## src/rtl/sfc_pkg.sv

```systemverilog
// Shared definitions for the serial flash command engine.
package sfc_pkg;
    localparam int FRAME_BITS = 32;
    localparam int PAGE_BITS  = 13;
    localparam int BLOCK_SPAN = 3;   // log2 of pages per block

    typedef enum logic [1:0] {
        OP_PROG   = 2'd0,
        OP_PERASE = 2'd1,
        OP_BERASE = 2'd2
    } op_kind_e;

    localparam logic [7:0] OPC_PROG_B0 = 8'h88;
    localparam logic [7:0] OPC_PROG_B1 = 8'h89;
    localparam logic [7:0] OPC_PERASE  = 8'h81;
    localparam logic [7:0] OPC_BERASE  = 8'h50;
endpackage

```

## src/rtl/sfc_sync.sv

```systemverilog
// Two-flop synchroniser bank.
// Assumes each bit is independent; RST_VAL gives the idle level per bit.
module sfc_sync #(
    parameter int              W       = 1,
    parameter logic [W-1:0]    RST_VAL = '0
) (
    input  logic         clk,
    input  logic         rst_n,
    input  logic [W-1:0] d_async,
    output logic [W-1:0] q_sync
);
    logic [W-1:0] meta;

    for (genvar i = 0; i < W; i++) begin : g_bit
        // Two-stage capture of one asynchronous bit
        always_ff @(posedge clk) begin
            if (!rst_n) begin
                meta[i]   <= RST_VAL[i];
                q_sync[i] <= RST_VAL[i];
            end else begin
                meta[i]   <= d_async[i];
                q_sync[i] <= meta[i];
            end
        end
    end
endmodule

```

## src/rtl/sfc_shift.sv

```systemverilog
// Frame receiver: samples data on rising serial clock while select is low,
// counts bits (saturating one past a full frame) and flags the select
// rising edge when exactly a full frame was captured.
// Assumes all inputs are already synchronised to clk.
module sfc_shift #(
    parameter int FRAME_BITS = 32
) (
    input  logic                  clk,
    input  logic                  rst_n,
    input  logic                  sck_s,
    input  logic                  cs_n_s,
    input  logic                  mosi_s,
    output logic [FRAME_BITS-1:0] frame,
    output logic                  frame_end
);
    localparam int CNT_W = $clog2(FRAME_BITS + 2);
    localparam logic [CNT_W-1:0] FULL = CNT_W'(FRAME_BITS);
    localparam logic [CNT_W-1:0] OVER = CNT_W'(FRAME_BITS + 1);

    logic             sck_q, cs_q;
    logic [CNT_W-1:0] nbits;
    logic             sck_rise, cs_rise;

    assign sck_rise  = sck_s && !sck_q;
    assign cs_rise   = cs_n_s && !cs_q;
    assign frame_end = cs_rise && (nbits == FULL);

    // Remember previous levels for edge detection
    always_ff @(posedge clk) begin
        if (!rst_n) begin
            sck_q <= 1'b0;
            cs_q  <= 1'b1;
        end else begin
            sck_q <= sck_s;
            cs_q  <= cs_n_s;
        end
    end

    // Shift data and count bits; counter clears while deselected
    always_ff @(posedge clk) begin
        if (!rst_n) begin
            frame <= '0;
            nbits <= '0;
        end else if (cs_n_s) begin
            nbits <= '0;
        end else if (sck_rise) begin
            frame <= {frame[FRAME_BITS-2:0], mosi_s};
            if (nbits != OVER) nbits <= nbits + 1'b1;
        end
    end
endmodule

```

## src/rtl/sfc_decode.sv

```systemverilog
// Combinational opcode and address decode of a captured frame.
// Assumes frame[31:24] opcode, bit 23 reserved, address field from bit 22.
module sfc_decode
    import sfc_pkg::*;
(
    input  logic [FRAME_BITS-1:0] frame,
    output logic                  legal,
    output logic [1:0]            kind,
    output logic                  bsel,
    output logic [PAGE_BITS-1:0]  page
);
    localparam int ATOP = FRAME_BITS - 10;           // bit 22
    localparam int ABOT = ATOP - PAGE_BITS + 1;      // bit 10
    localparam int BBOT = ABOT + BLOCK_SPAN;         // bit 13

    logic [7:0] opc;
    logic       unused_bits;

    assign opc         = frame[FRAME_BITS-1 -: 8];
    assign unused_bits = ^{frame[FRAME_BITS-9], frame[ABOT-1:0]};

    // Map opcode to operation kind, buffer and target page
    always_comb begin
        legal = 1'b1;
        kind  = OP_PROG;
        bsel  = 1'b0;
        page  = frame[ATOP:ABOT];
        unique case (opc)
            OPC_PROG_B0: bsel = 1'b0;
            OPC_PROG_B1: bsel = 1'b1;
            OPC_PERASE:  kind = OP_PERASE;
            OPC_BERASE: begin
                kind = OP_BERASE;
                page = {frame[ATOP:BBOT], {BLOCK_SPAN{1'b0}}};
            end
            default:     legal = 1'b0;
        endcase
    end
endmodule

```

## src/rtl/sfc_timer.sv

```systemverilog
// Self-timed operation counter: loads a per-kind duration on start and
// holds busy for exactly that many cycles.
// Assumes start is only raised while busy is low; all durations >= 1.
module sfc_timer
    import sfc_pkg::*;
#(
    parameter int T_PROG        = 300,
    parameter int T_PAGE_ERASE  = 200,
    parameter int T_BLOCK_ERASE = 500
) (
    input  logic       clk,
    input  logic       rst_n,
    input  logic       start,
    input  logic [1:0] kind,
    output logic       busy
);
    localparam int TMAX1 = (T_PROG > T_PAGE_ERASE) ? T_PROG : T_PAGE_ERASE;
    localparam int TMAX  = (TMAX1 > T_BLOCK_ERASE) ? TMAX1 : T_BLOCK_ERASE;
    localparam int CW    = $clog2(TMAX + 1);

    logic [CW-1:0] remain;
    logic [CW-1:0] load_val;

    // Pick the reload value for the requested kind
    always_comb begin
        unique case (kind)
            OP_PERASE: load_val = CW'(T_PAGE_ERASE - 1);
            OP_BERASE: load_val = CW'(T_BLOCK_ERASE - 1);
            default:   load_val = CW'(T_PROG - 1);
        endcase
    end

    // Down-count while busy, release at zero
    always_ff @(posedge clk) begin
        if (!rst_n) begin
            busy   <= 1'b0;
            remain <= '0;
        end else if (start) begin
            busy   <= 1'b1;
            remain <= load_val;
        end else if (busy) begin
            if (remain == '0) busy <= 1'b0;
            else              remain <= remain - 1'b1;
        end
    end
endmodule

```

## src/rtl/sflash_cmd_engine.sv

```systemverilog
// Top of the serial flash erase/program command engine. Synchronises the
// SPI pins, captures a frame, decodes it on select release and launches a
// self-timed operation towards the array.
// Assumes SPI mode 0 with serial clock well below clk/4.
module sflash_cmd_engine
    import sfc_pkg::*;
#(
    parameter int T_PROG        = 300,
    parameter int T_PAGE_ERASE  = 200,
    parameter int T_BLOCK_ERASE = 500
) (
    input  logic                 clk,
    input  logic                 rst_n,
    input  logic                 spi_sck,
    input  logic                 spi_cs_n,
    input  logic                 spi_mosi,
    output logic                 op_valid,
    output logic [1:0]           op_kind,
    output logic                 op_buf,
    output logic [PAGE_BITS-1:0] op_addr,
    output logic                 busy
);
    logic [2:0]            pins_s;
    logic [FRAME_BITS-1:0] frame;
    logic                  frame_end;
    logic                  legal, bsel, launch;
    logic [1:0]            kind;
    logic [PAGE_BITS-1:0]  page;

    sfc_sync #(.W(3), .RST_VAL(3'b010)) u_sync (
        .clk     (clk),
        .rst_n   (rst_n),
        .d_async ({spi_sck, spi_cs_n, spi_mosi}),
        .q_sync  (pins_s)
    );

    sfc_shift #(.FRAME_BITS(FRAME_BITS)) u_shift (
        .clk       (clk),
        .rst_n     (rst_n),
        .sck_s     (pins_s[2]),
        .cs_n_s    (pins_s[1]),
        .mosi_s    (pins_s[0]),
        .frame     (frame),
        .frame_end (frame_end)
    );

    sfc_decode u_dec (
        .frame (frame),
        .legal (legal),
        .kind  (kind),
        .bsel  (bsel),
        .page  (page)
    );

    assign launch = frame_end && legal && !busy;

    sfc_timer #(
        .T_PROG        (T_PROG),
        .T_PAGE_ERASE  (T_PAGE_ERASE),
        .T_BLOCK_ERASE (T_BLOCK_ERASE)
    ) u_timer (
        .clk   (clk),
        .rst_n (rst_n),
        .start (launch),
        .kind  (kind),
        .busy  (busy)
    );

    // Register the request towards the array
    always_ff @(posedge clk) begin
        if (!rst_n) begin
            op_valid <= 1'b0;
            op_kind  <= OP_PROG;
            op_buf   <= 1'b0;
            op_addr  <= '0;
        end else begin
            op_valid <= launch;
            if (launch) begin
                op_kind <= kind;
                op_buf  <= bsel;
                op_addr <= page;
            end
        end
    end
endmodule

```

## config.mk

```make
export PLATFORM = sky130hd
export DESIGN_NAME = sflash_cmd_engine
export DESIGN_NICKNAME = d
export VERILOG_FILES = /design/src/rtl/sfc_pkg.sv /design/src/rtl/sfc_sync.sv /design/src/rtl/sfc_shift.sv /design/src/rtl/sfc_decode.sv /design/src/rtl/sfc_timer.sv /design/src/rtl/sflash_cmd_engine.sv
export SDC_FILE = /design/constraint.sdc
export NUM_CORES = 1
export LEC_CHECK = 0
export ABC_AREA = 1
export CORE_MARGIN = 8
export CORE_UTILIZATION = 60
export DETAILED_ROUTE_END_ITERATION = 12
export PLACE_DENSITY = 0.81
export SYNTH_ARGS = -nofsm -noshare
export SYNTH_HDL_FRONTEND = slang
export SYNTH_SLANG_ARGS = --single-unit
```

## constraint.sdc

```tcl
create_clock -name clk -period 3.35 [get_ports clk]
set_input_delay 0.335 -clock clk [delete_from_list [all_inputs] [get_ports clk]]
set_output_delay 0.335 -clock clk [all_outputs]
set_load 0.005 [all_outputs]
```

* After elaboration in Yosys (flattened, before gate mapping) *
Index checks and enable logic that the tools add are counted.

word-level totals
  register bits after elaboration = 73
  output and inout port bits = 18
  logic and storage cells = 55
  memories = 0
  bits in latches = 0
  RAM bits = 0
  ROM bits = 0

operators by class
  shift operators = 0
  multiplexer cells = 11
  bitwise logic cells = 2
  $mul = 0
  div/mod/pow operators = 0
  eq/ne operators = 9
  $add $sub $neg = 2
  magnitude comparators = 0
  reduce and logical (&&, ||, !) cells = 15

operators with widths
  kind                 number
  $mux 9               3
  $eq 8x8->1 const B   3
  $pmux 9 s2           1
  $logic_not 9->1      1
  $sub 9x1->9 const B  1
  $eq 8x7->1 const B   1
  $add 6x1->6 const B  1
  $eq 6x6->1 const B   1
  $ne 6x6->1 const B   1
  $reduce_and 2->1     3
  $logic_and 1x1->1    5
  $mux 1               5
  $pmux 2 s2           1
  $reduce_or 4->1      1
  $logic_not 1->1      3
  $mux 3               1
  $eq 2x1->1 const B   1
  $eq 2x2->1 const B   1
  $ne 2x2->1 const B   1
  $not 1->1            2
  $reduce_bool 2->1    1
  $reduce_or 2->1      1

* Longest topological paths before layout *
Gate-level depths: netlist of the first run.

  word-level depth = 7
  mapped depth = 11
  gate-level depth less buffers = 11

* By module *
From an unflattened synthesis of the first run, not the netlist that was laid out.

unflattened totals
  cells, all modules = 472
  area, all modules = 3373.2 µm²

modules (own cells, without submodules)
  module             times used  area an instance (µm²)  sequential area each (µm²)  cells an instance
  sfc_shift          1           1610.3                  800.8                       205
  sflash_cmd_engine  1           713.2                   340.3                       107
  sfc_timer          1           658.1                   200.2                       98
  sfc_decode         1           226.5                   0.0                         44
  sfc_sync           1           165.2                   120.1                       18

* Least setup slack after synthesis of the first run *
No wires, ideal clock.

  path kind = reg-to-reg
  from = register u_timer.remain[0]
  to = register u_timer.remain[5]
  cell stages (with the launch flop) = 11
  period minus slack after synthesis = 1417 ps
  library setup time = 64 ps
  arrival time = 1353 ps
  path buffers = 0
  slack = 1933 ps
  path through = dfxtp_1 inv_1 ha_1 nand3_2 nor2_1 nand2_2 nand2_4 inv_2 a21oi_2 nor2_1 nor2_1

on the way
  cells in the longest elaborated chain, start to end = 4
  elaborated cells on any way between the ends = 7
  those cells by class = add/sub: 1; eq/ne: 1; mux: 3; reduce/logical: 2

RTL lines
  what                    line             RTL
  start, declared         sfc_timer.sv:21  logic [CW-1:0] remain;
  start signal, assigned  sfc_timer.sv:40  remain <= load_val;
  start signal, assigned  sfc_timer.sv:43  else remain <= remain - 1'b1;
  $sub 9x1->9             sfc_timer.sv:43
  $mux 9                  sfc_timer.sv:42  if (remain == '0) busy <= 1'b0;
  $mux 9                  sfc_timer.sv:41  end else if (busy) begin
  $mux 9                  sfc_timer.sv:38  end else if (start) begin

Parallel ways exist; a longest one is shown, timed or not. The select of a mux whose other input is x is not followed.
A chain may end at the register's enable or synchronous reset.

* Worst setup path in the final report of the first run *
  from = register u_shift.nbits[0]
  to = register op_addr[0]

on the way
  cells in the longest elaborated chain, start to end = 4

RTL lines
  what                             line                     RTL
  start, declared                  sfc_shift.sv:21          logic [CNT_W-1:0] nbits;
  start signal, assigned           sfc_shift.sv:48          if (nbits != OVER) nbits <= nbits + 1'b1;
  $eq 6x6->1                       sfc_shift.sv:26          assign frame_end = cs_rise && (nbits == FULL);
  $logic_and 1x1->1                sfc_shift.sv:26
  $logic_and 1x1->1 (2 in series)  sflash_cmd_engine.sv:55  assign launch = frame_end && legal && !busy;
  end signal, assigned             sflash_cmd_engine.sv:81  op_addr <= page;
  end, declared                    sflash_cmd_engine.sv:20  output logic [PAGE_BITS-1:0] op_addr,

Every way passes these cells.

==> results of run 1 <==
[routing by layer]
| layer | track usage (%) | share of wire (%) |
|---|---|---|
| met2 | 29.74 | 49 |
| met4 | 8.295 | 1.6 |
| met3 | 5.014 | 5.1 |
| met1 | 19.55 | 44 |
| met5 | 0 | 0 |
[flip-flops by register name, summed over array words and instances, names as in the netlist]
name,cells
u_shift.frame,32
u_timer.busy,1
u_shift.cs_q,1
u_sync.meta,3
u_shift.nbits,6
u_shift.sck_q,1
op_valid,1
u_sync.q_sync,3
op_buf,1
op_addr,13
op_kind,2
u_timer.remain,9
[cells by family (layout without fill, tap and decap cells)]
kind of cell / count (synthesis) / after routing / share of synthesized area (%)
adder cells (fa/ha/maj): 8 / 8 / 3.180
AO/OA/AOI/OAI: 74 / 74 / 12.08
XOR/XNOR: 3 / 3 / 0.8348
buffers and inverters: 61 / 84 / 8.148
AND/OR/NAND/NOR: 199 / 199 / 29.33
flip-flops: 73 / 73 / 46.42
[stage by stage]
step	setup slack [ps]	area [sq um]	utilization [%]	std cells	hold WS (ps)
6_report	1579	3616	71.25	511	420.8
4_1_cts	1550	3616	71.25	511	425.6
2_1_floorplan	1933	3148	-	418	390.5
3_3_place_gp	1501	3387	66.74	495	393.5
3_5_place_dp	1421	3387	66.74	495	401.0
5_1_grt	1345	3616	71.25	511	436.9
[cell type report]
class                   instances  area (sq um)  share of cell area [%]
clock inverters                 5         77.57                   2.145
inverters                      42         157.7                   4.360
well taps                      70         87.58                   2.422
clock buffers                  11         151.4                   4.187
repair buffers                 26         250.2                   6.920
flip-flops and latches         73          1461                   40.42
multi-input cells             284          1430                   39.55
[where the power goes]
group / internal [mW] / total, mW / switching (mW)
Combinational: 0.0134 / 0.0445 / 0.0311
Sequential: 0.872 / 0.875 / 0.00265
Clock: 0.457 / 0.778 / 0.321
[worst min path at each step]
stage                             to  depth (start not counted)           start
floorplan           u_sync.q_sync[0]                          2  u_sync.meta[0]
global placement    u_sync.q_sync[1]                          1  u_sync.meta[1]
detailed placement  u_sync.q_sync[0]                          2  u_sync.meta[0]
CTS                 u_sync.q_sync[2]                          2  u_sync.meta[2]
global route        u_sync.q_sync[2]                          2  u_sync.meta[2]
finish              u_sync.q_sync[0]                          2  u_sync.meta[0]
[worst max-delay path, cell delays in order, from the launching register on]
cell and delay, ps:
sky130_fd_sc_hd__dfxtp_1 340, sky130_fd_sc_hd__inv_1 110, sky130_fd_sc_hd__ha_1 180, sky130_fd_sc_hd__nand3_2 130, sky130_fd_sc_hd__nor2_8 170, sky130_fd_sc_hd__nand2_4 210
sky130_fd_sc_hd__inv_2 230, sky130_fd_sc_hd__nand2_1 170, sky130_fd_sc_hd__o21ai_1 150
[layout by cell type, fill, tap and decap left out, types with 2 or more instances in the layout]
| master | count |
|---|---|
| sky130_fd_sc_hd__bufinv_16 | 2 |
| sky130_fd_sc_hd__nor3_1 | 2 |
| sky130_fd_sc_hd__clkinv_2 | 2 |
| sky130_fd_sc_hd__nand2_4 | 3 |
| sky130_fd_sc_hd__nand2_1 | 84 |
| sky130_fd_sc_hd__nand2_2 | 5 |
| sky130_fd_sc_hd__clkbuf_8 | 11 |
| sky130_fd_sc_hd__nor2_1 | 45 |
| sky130_fd_sc_hd__nand3_1 | 45 |
| sky130_fd_sc_hd__nor2_4 | 2 |
| sky130_fd_sc_hd__a21oi_1 | 40 |
| sky130_fd_sc_hd__xor2_1 | 3 |
| sky130_fd_sc_hd__ha_1 | 8 |
| sky130_fd_sc_hd__clkdlybuf4s50_1 | 22 |
| sky130_fd_sc_hd__inv_1 | 31 |
| sky130_fd_sc_hd__o21ai_1 | 4 |
| sky130_fd_sc_hd__dfxtp_1 | 73 |
| sky130_fd_sc_hd__nand3_2 | 2 |
| sky130_fd_sc_hd__buf_4 | 4 |
| sky130_fd_sc_hd__inv_2 | 11 |
| sky130_fd_sc_hd__o21ai_0 | 26 |
| sky130_fd_sc_hd__or2_2 | 2 |
| sky130_fd_sc_hd__nor2_2 | 3 |
==> results.md, run 1 <==
- The flow ran to the end, and the final reports show no timing, DRC or antenna violations.
- For this run, the top clock speed supported by timing is 564.7 MHz.
- Sequential cells were found to cover 46.42% of the synthesized design area.
- The detailed router placed 2651 vias in this run.
- The CTS buffer count is 9.
- The mean instance size in the synthesized netlist is 7.531 sq um.
- In this run the tool buffered the top-level ports with 22 buffer cells.
- The most frequent cell after synthesis is sky130_fd_sc_hd__nand2_1.
- The number of diodes added for antenna fixing is 0.
- For the final database, setup skew stands at 8.918 ps.
- The detailed-routing iteration count for the pre-antenna-repair pass is 5.
- Buffers added to address setup during post-CTS repair amount to 0.
- The transition at the pin with the smallest max-transition slack is 438.2 ps.
- The area added between synthesis and finish is 14.86%.
- The launch point of the worst path is u_shift.nbits[0].
- In this run the worst hold path is classified as reg2reg.
- After synthesis the cells add up to 3148 sq um.
- The final layout net count is 449.
- In this run the deepest clock path goes through 2 buffers.
- The global placement routability congestion is 0.8286.
- The residual antenna-violating net count after detailed routing is 0.
- The accumulated negative setup slack is 0 ps.
- The synthesized netlist net count is 431.
- The startpoint identified for the worst register-to-register timing path is u_shift.nbits[0].
- Counting cells, the worst reg-to-reg path comes to 8.
- The share of flip-flops with an asynchronous set or reset is 0%.
- The first global-routing pass estimated 10670 um of wire.
- Setup slack on the worst reg-to-reg path comes out at 1580 ps.
- Counting I/O delays and the setup requirement, the final critical path takes 1771 ps.
- Sorting the synthesized cells by area gives the leading types as sky130_fd_sc_hd__dfxtp_1 46%, sky130_fd_sc_hd__nand2_1 10%, sky130_fd_sc_hd__nand3_1 7.2%.
- In the synthesized netlist the dominant register cell turns out to be sky130_fd_sc_hd__dfxtp_1.
- The clock latency on the worst-skew pair is 340 ps.
- The commonest cells after synthesis are 84 x sky130_fd_sc_hd__nand2_1, 73 x sky130_fd_sc_hd__dfxtp_1, 45 x sky130_fd_sc_hd__nand3_1, 45 x sky130_fd_sc_hd__nor2_1, 40 x sky130_fd_sc_hd__a21oi_1.
- The setup-violating endpoint count in the final report is 0.
- Measured against its own limit, the worst slew margin works out to 70.75%.
- The H-tree depth is 3.
- The routed length per instance is 11.98 um.
- Entering global routing, the biggest net connects 36 pins.
- The effective utilization at floorplan is 62.03%.
- The maximum resistive drop on vdd is 0.3880 mV.
- At the worst endpoint, the required time is 3620 ps.
- The die outline height is 88.44 um.
- The root buffer cell is sky130_fd_sc_hd__clkbuf_8.
- The count of different cell masters after synthesis is 32.
- The CTS tree is yes.
- The endpoint of the worst-slack reg-to-reg timing path is op_addr[0].
- The number of antenna violations at the first check in global routing came to 0.
- The number of enable flip-flop cells after synthesis is 0.
- The count of warnings emitted by yosys is 0.
- The final max-slew violation count was 0.
- Fill cells in the final layout number 418.
- The die area is 7821 sq um.
- Clock tree synthesis found a total of 73 sinks.
- The HPWL after detailed placement is 4088 um.
- At the worst endpoint, the arrival time is 2040 ps.
- Buffers inserted to repair hold after CTS numbered 0.
- The biggest area contributor in the post-synthesis netlist is sky130_fd_sc_hd__dfxtp_1.
- The number of instances resized during post-cts repair is 0.
- Power comes to 1.698 mW.
- The final critical path takes up 52.86% of the cycle.
- The total of flip-flops plus latches after synthesis is 73.
- The worst setup path is captured at a register.
- Setup repair after global routing left no endpoint under its margin.
- The leakage power summed over all cells is 1.498 nW.
- The power density over the cells is 469.5 nW/um^2.
- The via count of the first global-routing pass came to 2473.
- Summed over all layers, the global routing overflow is 0.
- In this run the standard cell core region covers 5075 sq um.
- The total detailed-routing wirelength is 6124 um.
- Global routing used 17.46% of the available tracks across all layers.
- The top cell type's share of synthesized area is 46.42%.
- The floorplan has 26 rows.
- The die span in x is 88.44 um.
- The most critical setup path has its endpoint at op_addr[0].
- STA classifies the critical path startpoint as a register.
- The final-report hold violation count is 0.
- The routed via count divided by cell count is 5.188.
- The synthesized netlist cell count is 418.
- For this run, design rule violations remaining after detail routing come to 0.
- Max-cap violations in this run came to 0.
- In this run the worst path has a maximum fanout of 32.
- The register clock-pin slew on the reported worst setup and hold paths is 80 ps.
- The worst setup path is of the reg2reg kind.
- Of the cells placed in the final design, the portion with a size suffix greater than 1 is 11.56%.
- The violation count after the first detailed-route iteration is 113.
- The count of pins on the block boundary is 23.
(Power assumes the default switching activity.)
==> inputs of run 2 (changes only) <==
--- a/config.mk
+++ b/config.mk
@@ -7,9 +7,9 @@
 export LEC_CHECK = 0
 export ABC_AREA = 1
 export CORE_MARGIN = 8
-export CORE_UTILIZATION = 60
+export CORE_UTILIZATION = 58
 export DETAILED_ROUTE_END_ITERATION = 12
-export PLACE_DENSITY = 0.81
+export PLACE_DENSITY = 0.79
 export SYNTH_ARGS = -nofsm -noshare
 export SYNTH_HDL_FRONTEND = slang
 export SYNTH_SLANG_ARGS = --single-unit
==> constraint.sdc (replaced) <==
create_clock -name clk -period 1.7 [get_ports clk]
set_input_delay 0.17 -clock clk [delete_from_list [all_inputs] [get_ports clk]]
set_output_delay 0.17 -clock clk [all_outputs]
set_load 0.005 [all_outputs]
==> results.md, run 2 (synthesis gave the netlist of run 1 again) <==
- Global routing used 21.34% of the available met1 tracks.
- The largest registers in the layout are u_shift.frame: 32 flops, op_addr: 13 flops, u_timer.remain: 9 flops.
- The share of post-route cells with drive strength above 1 is 13.26%.
- The number of inserted filler cells in the final layout is 450.
- The worst min-delay path startpoint is spi_mosi.
- The final-report hold violation count is 0.
- For this block, the routed nets add up to 6319 um of wire.
- The worst register-to-register path begins at u_shift.frame[29].
- The library cells used most frequently in the layout, excluding fill and tap cells, are 83 x sky130_fd_sc_hd__nand2_1, 73 x sky130_fd_sc_hd__dfxtp_1, 45 x sky130_fd_sc_hd__nand3_1, 44 x sky130_fd_sc_hd__nor2_1, 40 x sky130_fd_sc_hd__a21oi_1.
- The routed length per instance is 12.22 um.
- The residual antenna-violating net count after detailed routing is 0.
- The most flop-heavy register is u_shift.frame.
- The number of antenna diodes in the final layout is 0.
- In the final design database the tool counted 454 nets.
- In this run the deepest clock path goes through 2 buffers.
- The die area is 8041 sq um.
- The total clock sinks is 73.
- In this run the worst setup path begins at u_shift.frame[29].
- The final max-slew violation count came to 0.
- The count of pins on the block boundary is 23.
- In the global route stage, met3 resource usage came out at 5.005%.
- The worst hold path class is in2reg.
- The worst hold path passes through 3 cells.
- The number of cells traversed by the worst register-to-register path is 11.
- At the pin with the least slew margin, the transition time is 366.4 ps.
- The met2 track demand over resource is 28.81%.
- In this run the static leakage power is 1.519 nW.
- The final worst slack is 130.5 ps.
- The period utilization is 92.32%.
- The element type at the critical path end is a register.
- The setup slack at placement is 49.10 ps.
- The flow ran to the end, and the final reports show no timing, DRC or antenna violations.
- In the routed layout, each cell is associated on average with a via count of 5.147.
- Total power for the finished layout comes to 3.262 mW.
- The count of placed standard cells in the final layout, fillers left out is 517.
- The congestion estimate from routability-driven global placement came to 0.8293.
- The violation count after the first detailed-route iteration is 197.
- Of all nets on the critical path, the largest fanout is 4.
- The worst endpoint required time is 1930 ps.
- Counting I/O delays and the setup requirement, the final critical path takes 1569 ps.
- The number of antenna violations at the first check in global routing is 0.
- The number of cells in the design after placement is 500.
- The accumulated negative setup slack is 0 ps.
- The H-tree depth is 3.
- Measured along the y axis, the die boundary spans 89.67 um.
- Setup repair after global routing left no endpoint under its margin.
- The final route contains 2661 vias.
- The count of buffers added on input and output ports is 22.
- STA classifies the critical path startpoint as a register.
- The first TritonRoute pass finished after 4 iterations.
- Timing would allow up to 637.2 MHz.
- The total global routing overflow is 0.
- The root buffer cell is sky130_fd_sc_hd__clkbuf_8.
- The area added between synthesis and finish is 16.77%.
- After clock tree synthesis, the clock-pin slew on the worst setup and hold paths is 70 ps.
- The max-capacitance violation count is 0.
- The arrival time at the worst endpoint is 1800 ps.
- The effective utilization at floorplan is 58.61%.
- In this run the most used layer during global routing was met2.
- Across the VDD grid, the largest voltage drop is 0.6225 mV.
- The worst-case clock skew is 11.05 ps.
- The count of standard-cell rows is 27.
- Registers take 1461 sq um.
- The die span in x is 89.67 um.
- The via count of the first global-routing pass is 2469.
- The detailed placement HPWL is 4182 um.
- The register with the most flip-flops in the layout has 32 of them.
- After detailed placement, the total cell area comes to 3425 sq um.
- For this run, design rule violations remaining after detail routing come to 0.
- Setup violations remaining at the end of the flow were counted as 0.
- The CTS buffer count is 9.
- The worst pin sits at a relative slew slack of 75.57%.
- At the later pin of the worst-skew pair, clock insertion delay measures 340 ps.
- The total area of multi-input combinational cells is 1455 sq um.
- The critical path in this run is classified as reg2reg.
- The commonest non-fill, non-tap cell in the layout is sky130_fd_sc_hd__nand2_1.
- For this design, the CTS-stage hold fixing added 0 buffers.
- TritonCTS built the clock tree.
- The first global-routing pass estimated 11030 um of wire.
- The largest net degree at the start of global routing is 41.
- At the end of the flow the core is filled with cells to 68.44%.
- The power density over the cells is 887.3 nW/um^2.
- The all-layer global routing usage is 17.66%.
- The area of the core is 5371 sq um.
- The cell area after layout is 3676 sq um.
- Across all hold checks on the routed design, the worst slack comes to 361.2 ps.
run 2: layer usage:
metal / vias up / routed length [um]
li1: 1391 / -
met1: 1213 / 2899
met2: 51 / 3035
met3: 6 / 311
met4: 0 / 73
met5: - / 0
run 2: layout make-up:
type                       instances  area share, %
inverter                          42          4.357
timing repair buffer              31          8.169
tap                               72          2.451
sequential                        73          39.75
multi-input combinational        284          39.58
clock buffer                      10          3.472
clock inverter                     5          2.212
run 2: final timing paths:
| path | endpoint | slack, ps |
|---|---|---|
| max reg2reg | u_timer.remain[6] | 130 |
| min reg2reg | u_sync.q_sync[1] | 410 |
| min | u_sync.meta[0] | 360 |
| max | u_timer.remain[6] | 130 |
run 2: power breakdown:
group / internal, mW / leakage [nW] / switching (mW)
registers: 1.72 / 0.589 / 0.00521
clock network: 0.819 / 0.102 / 0.626
logic: 0.0291 / 0.827 / 0.0632
run 2: what timing repair did:
item,in CTS,in global routing
endpoints found under the setup margin,0,10
resized for setup,0,8
setup buffers,0,2
run 2: worst max-delay path, stage by stage, from the launching register on:
cell                      delay, ps
sky130_fd_sc_hd__dfxtp_1        350
sky130_fd_sc_hd__inv_2           50
sky130_fd_sc_hd__nand2_1        100
sky130_fd_sc_hd__nor2_4          50
sky130_fd_sc_hd__nand2_2        110
sky130_fd_sc_hd__inv_1           90
sky130_fd_sc_hd__ha_1           270
sky130_fd_sc_hd__inv_1           40
sky130_fd_sc_hd__nand3_1        120
sky130_fd_sc_hd__nand2_1         70
sky130_fd_sc_hd__nor2_1         150
sky130_fd_sc_hd__nor2_1          50
==> inputs of run 3 (changes only) <==
--- a/config.mk
+++ b/config.mk
@@ -9,7 +9,9 @@
 export CORE_MARGIN = 8
 export CORE_UTILIZATION = 58
 export DETAILED_ROUTE_END_ITERATION = 12
-export PLACE_DENSITY = 0.79
+export PLACE_DENSITY = 0.91
+export RECOVER_POWER = 50
 export SYNTH_ARGS = -nofsm -noshare
 export SYNTH_HDL_FRONTEND = slang
 export SYNTH_SLANG_ARGS = --single-unit
+export TNS_END_PERCENT = 20
==> results.md, run 3 (synthesis gave the netlist of run 1 again) <==
- The flow ran to the end, and the final reports show no timing, DRC or antenna violations.
- The internal reg-to-reg setup slack is 90 ps.
- The most flop-heavy register is u_shift.frame.
- The routed via count divided by cell count is 5.310.
- The worst-case IR drop observed on VDD is 0.8823 mV.
- The core region is 5371 sq um.
- STA classifies the critical path startpoint as a register.
- The period utilization is 94.83%.
- The largest net degree at the start of global routing is 41.
- After the first detailed-routing iteration, the DRC count stood at 220.
- The number of diodes added for antenna fixing is 0.
- Based on the critical path, the design can be clocked at up to 620.3 MHz.
- Clock-pin slew was measured on the worst setup and hold paths at 80 ps.
- The transition at the pin with the smallest max-transition slack is 466.6 ps.
- The count of hold-fix buffers inserted at cts is 0.
- The library cells used most frequently in the layout, excluding fill and tap cells, are 84 x sky130_fd_sc_hd__nand2_1, 73 x sky130_fd_sc_hd__dfxtp_1, 46 x sky130_fd_sc_hd__nor2_1, 45 x sky130_fd_sc_hd__nand3_1, 40 x sky130_fd_sc_hd__a21oi_1.
- The effective utilization at floorplan is 58.61%.
- The final max-slew violation count was 0.
- Headroom to the max-slew limit came out at 68.89%.
- Once layout is done, the placed cells without fillers occupy 3636 sq um.
- The die span in x is 89.67 um.
- The minimum period implied by the final worst setup slack is 1612 ps.
- The analysis attributes to cell leakage a power of 1.505 nW.
- The flip-flop count of the largest register, all copies and words added is 32.
- The via count of the first global-routing pass is 2542.
- The count of standard-cell rows is 27.
- The slowest cell on the critical path is sky130_fd_sc_hd__dfxtp_1.
- In this run the clock root is driven by a sky130_fd_sc_hd__clkbuf_8.
- Along the worst hold path, the cell count comes to 3.
- The all-layer global routing usage is 18.06%.
- Setup total negative slack on the finished layout was measured at 0 ps.
- Data arrives at the worst endpoint at 1830 ps.
- In this run the cell area measured after placement is 3417 sq um.
- The detailed placement HPWL is 4243 um.
- The total clock sinks is 73.
- The filler cells instantiated in the layout total 416.
- Counting stages on the worst path, the most repeated cell is sky130_fd_sc_hd__inv_1.
- The commonest non-fill, non-tap cell in the layout is sky130_fd_sc_hd__nand2_1.
- The count of pins on the block boundary is 23.
- The total of buffers placed on input and output ports is 22.
- For the worst flop-to-flop path, the logic depth is 10.
- The largest registers in the layout are u_shift.frame: 32 flops, op_addr: 13 flops, u_timer.remain: 9 flops.
- The setup-violating endpoint count in the final report is 0.
- The launch point of the worst path is u_shift.frame[28].
- The first detailed-routing pass took 5 iterations.
- Buffers inserted during clock tree synthesis total 9.
- The worst min-delay path startpoint is spi_mosi.
- The worst hold path class is in2reg.
- The launching point of the worst reg2reg path is u_shift.frame[28].
- The worst-case clock skew is 10.32 ps.
- The endpoint identified for the worst register-to-register timing path is u_timer.remain[3].
- From synthesis to final layout, the design area changed by 15.50%.
- The residual antenna-violating net count after detailed routing is 0.
- The power density over the cells is 843.9 nW/um^2.
- The total power is 3.068 mW.
- Clock latency on the worst-skew pair, taken at its later pin, is 360 ps.
- Final hold analysis gives a worst-case slack of 354.6 ps.
- The number of antenna violations at the first check in global routing is 0.
- The routed design has 6689 um of wire.
- The count of vias placed by the detailed router is 2756.
- The die outline height is 89.67 um.
- At the worst endpoint, the required time is 1920 ps.
- The critical path goes through inv_1 > nand2_1 > nor2_4 > nand2_2 > inv_1 > ha_1 > inv_1 > nand3_1 > nand2_1 > a21oi_1.
- The hold path endpoint is u_sync.meta[0].
- Dividing the detail-routed wire length by the instance count gives 12.89 um.
- The start-to-end type of the worst setup path is reg2reg.
- At the end of the flow, the number of nets in the layout was 455.
- The global-route wire length before repair is 11120 um.
- The floorplan step defined a die boundary enclosing 8041 sq um.
- After global routing the overflow that remains totals 0.
- The element type at the critical path end is a register.
- The congestion estimate from routability-driven global placement came to 0.8253.
- The max-capacitance violation count is 0.
- The number of buffers between clock root and the deepest sink is 2.
- The H-tree depth is 3.
- The number of remaining DRC errors is 0.
- The CTS tree is yes.
- The final-report hold violation count is 0.
- Of the cells placed in the final design, the portion with a size suffix greater than 1 is 12.75%.
- The maximum fanout encountered on the critical timing path is 4.
- On the worst path, the slowest cell contributes a delay of 320 ps.
[run 3: routing by layer]
| metal | track usage (%) | wire length (um) |
|---|---|---|
| met4 | 11.78 | 208 |
| met1 | 19.54 | 2885 |
| met2 | 30.48 | 3318 |
| met3 | 4.823 | 275 |
| met5 | 0 | 0 |
[run 3: worst max path at each step]
| stage | endpoint | depth (start not counted) | slack (ps) |
|---|---|---|---|
| floorplan | u_timer.remain[5] | 10 | 280 |
| global placement | u_timer.remain[1] | 9 | 160 |
| detailed placement | u_timer.remain[6] | 10 | 90 |
| CTS | u_timer.remain[6] | 10 | 50 |
| global route | u_timer.remain[3] | 10 | -60 |
| finish | u_timer.remain[3] | 10 | 90 |
[run 3: repair_timing]
item	4_1_cts	5_1_grt
gates resized for setup	0	3
hold endpoints to repair	0	0
endpoints found under the setup margin	0	10
setup buffers	0	4
[run 3: area by class of cell]
| type | count | area, sq um | area share [%] |
|---|---|---|---|
| clock buffers | 10 | 137.6 | 3.785 |
| clock inverters | 6 | 48.80 | 1.342 |
| inverters | 42 | 160.2 | 4.405 |
| multi-input cells | 284 | 1433 | 39.40 |
| flip-flops and latches | 73 | 1461 | 40.19 |
| well taps | 72 | 90.09 | 2.478 |
| repair buffers | 32 | 305.3 | 8.396 |
[run 3: where the power goes]
group	internal, mW	total (mW)	switching, mW
registers	1.72	1.72	0.00472
logic	0.0261	0.0869	0.0608
clock network	0.581	1.26	0.677
[run 3: worst max-delay path, delay by kind of cell, from the launching register on]
kind,cells,cell delay (ps)
buffers and inverters,3,270
flip-flops,1,320
AND/OR/NAND/NOR,5,580
AO/OA/AOI/OAI,1,80
adder cells (fa/ha/maj),1,250
[run 3: metrics by stage]
stage               utilization, %  std cells  setup slack [ps]
floorplan                        -        418             282.6
global placement             63.62        499             157.4
detailed placement           63.62        499             85.44
CTS                          67.09        515             51.83
global route                 67.69        519            -64.97
finish                       67.69        519             87.88
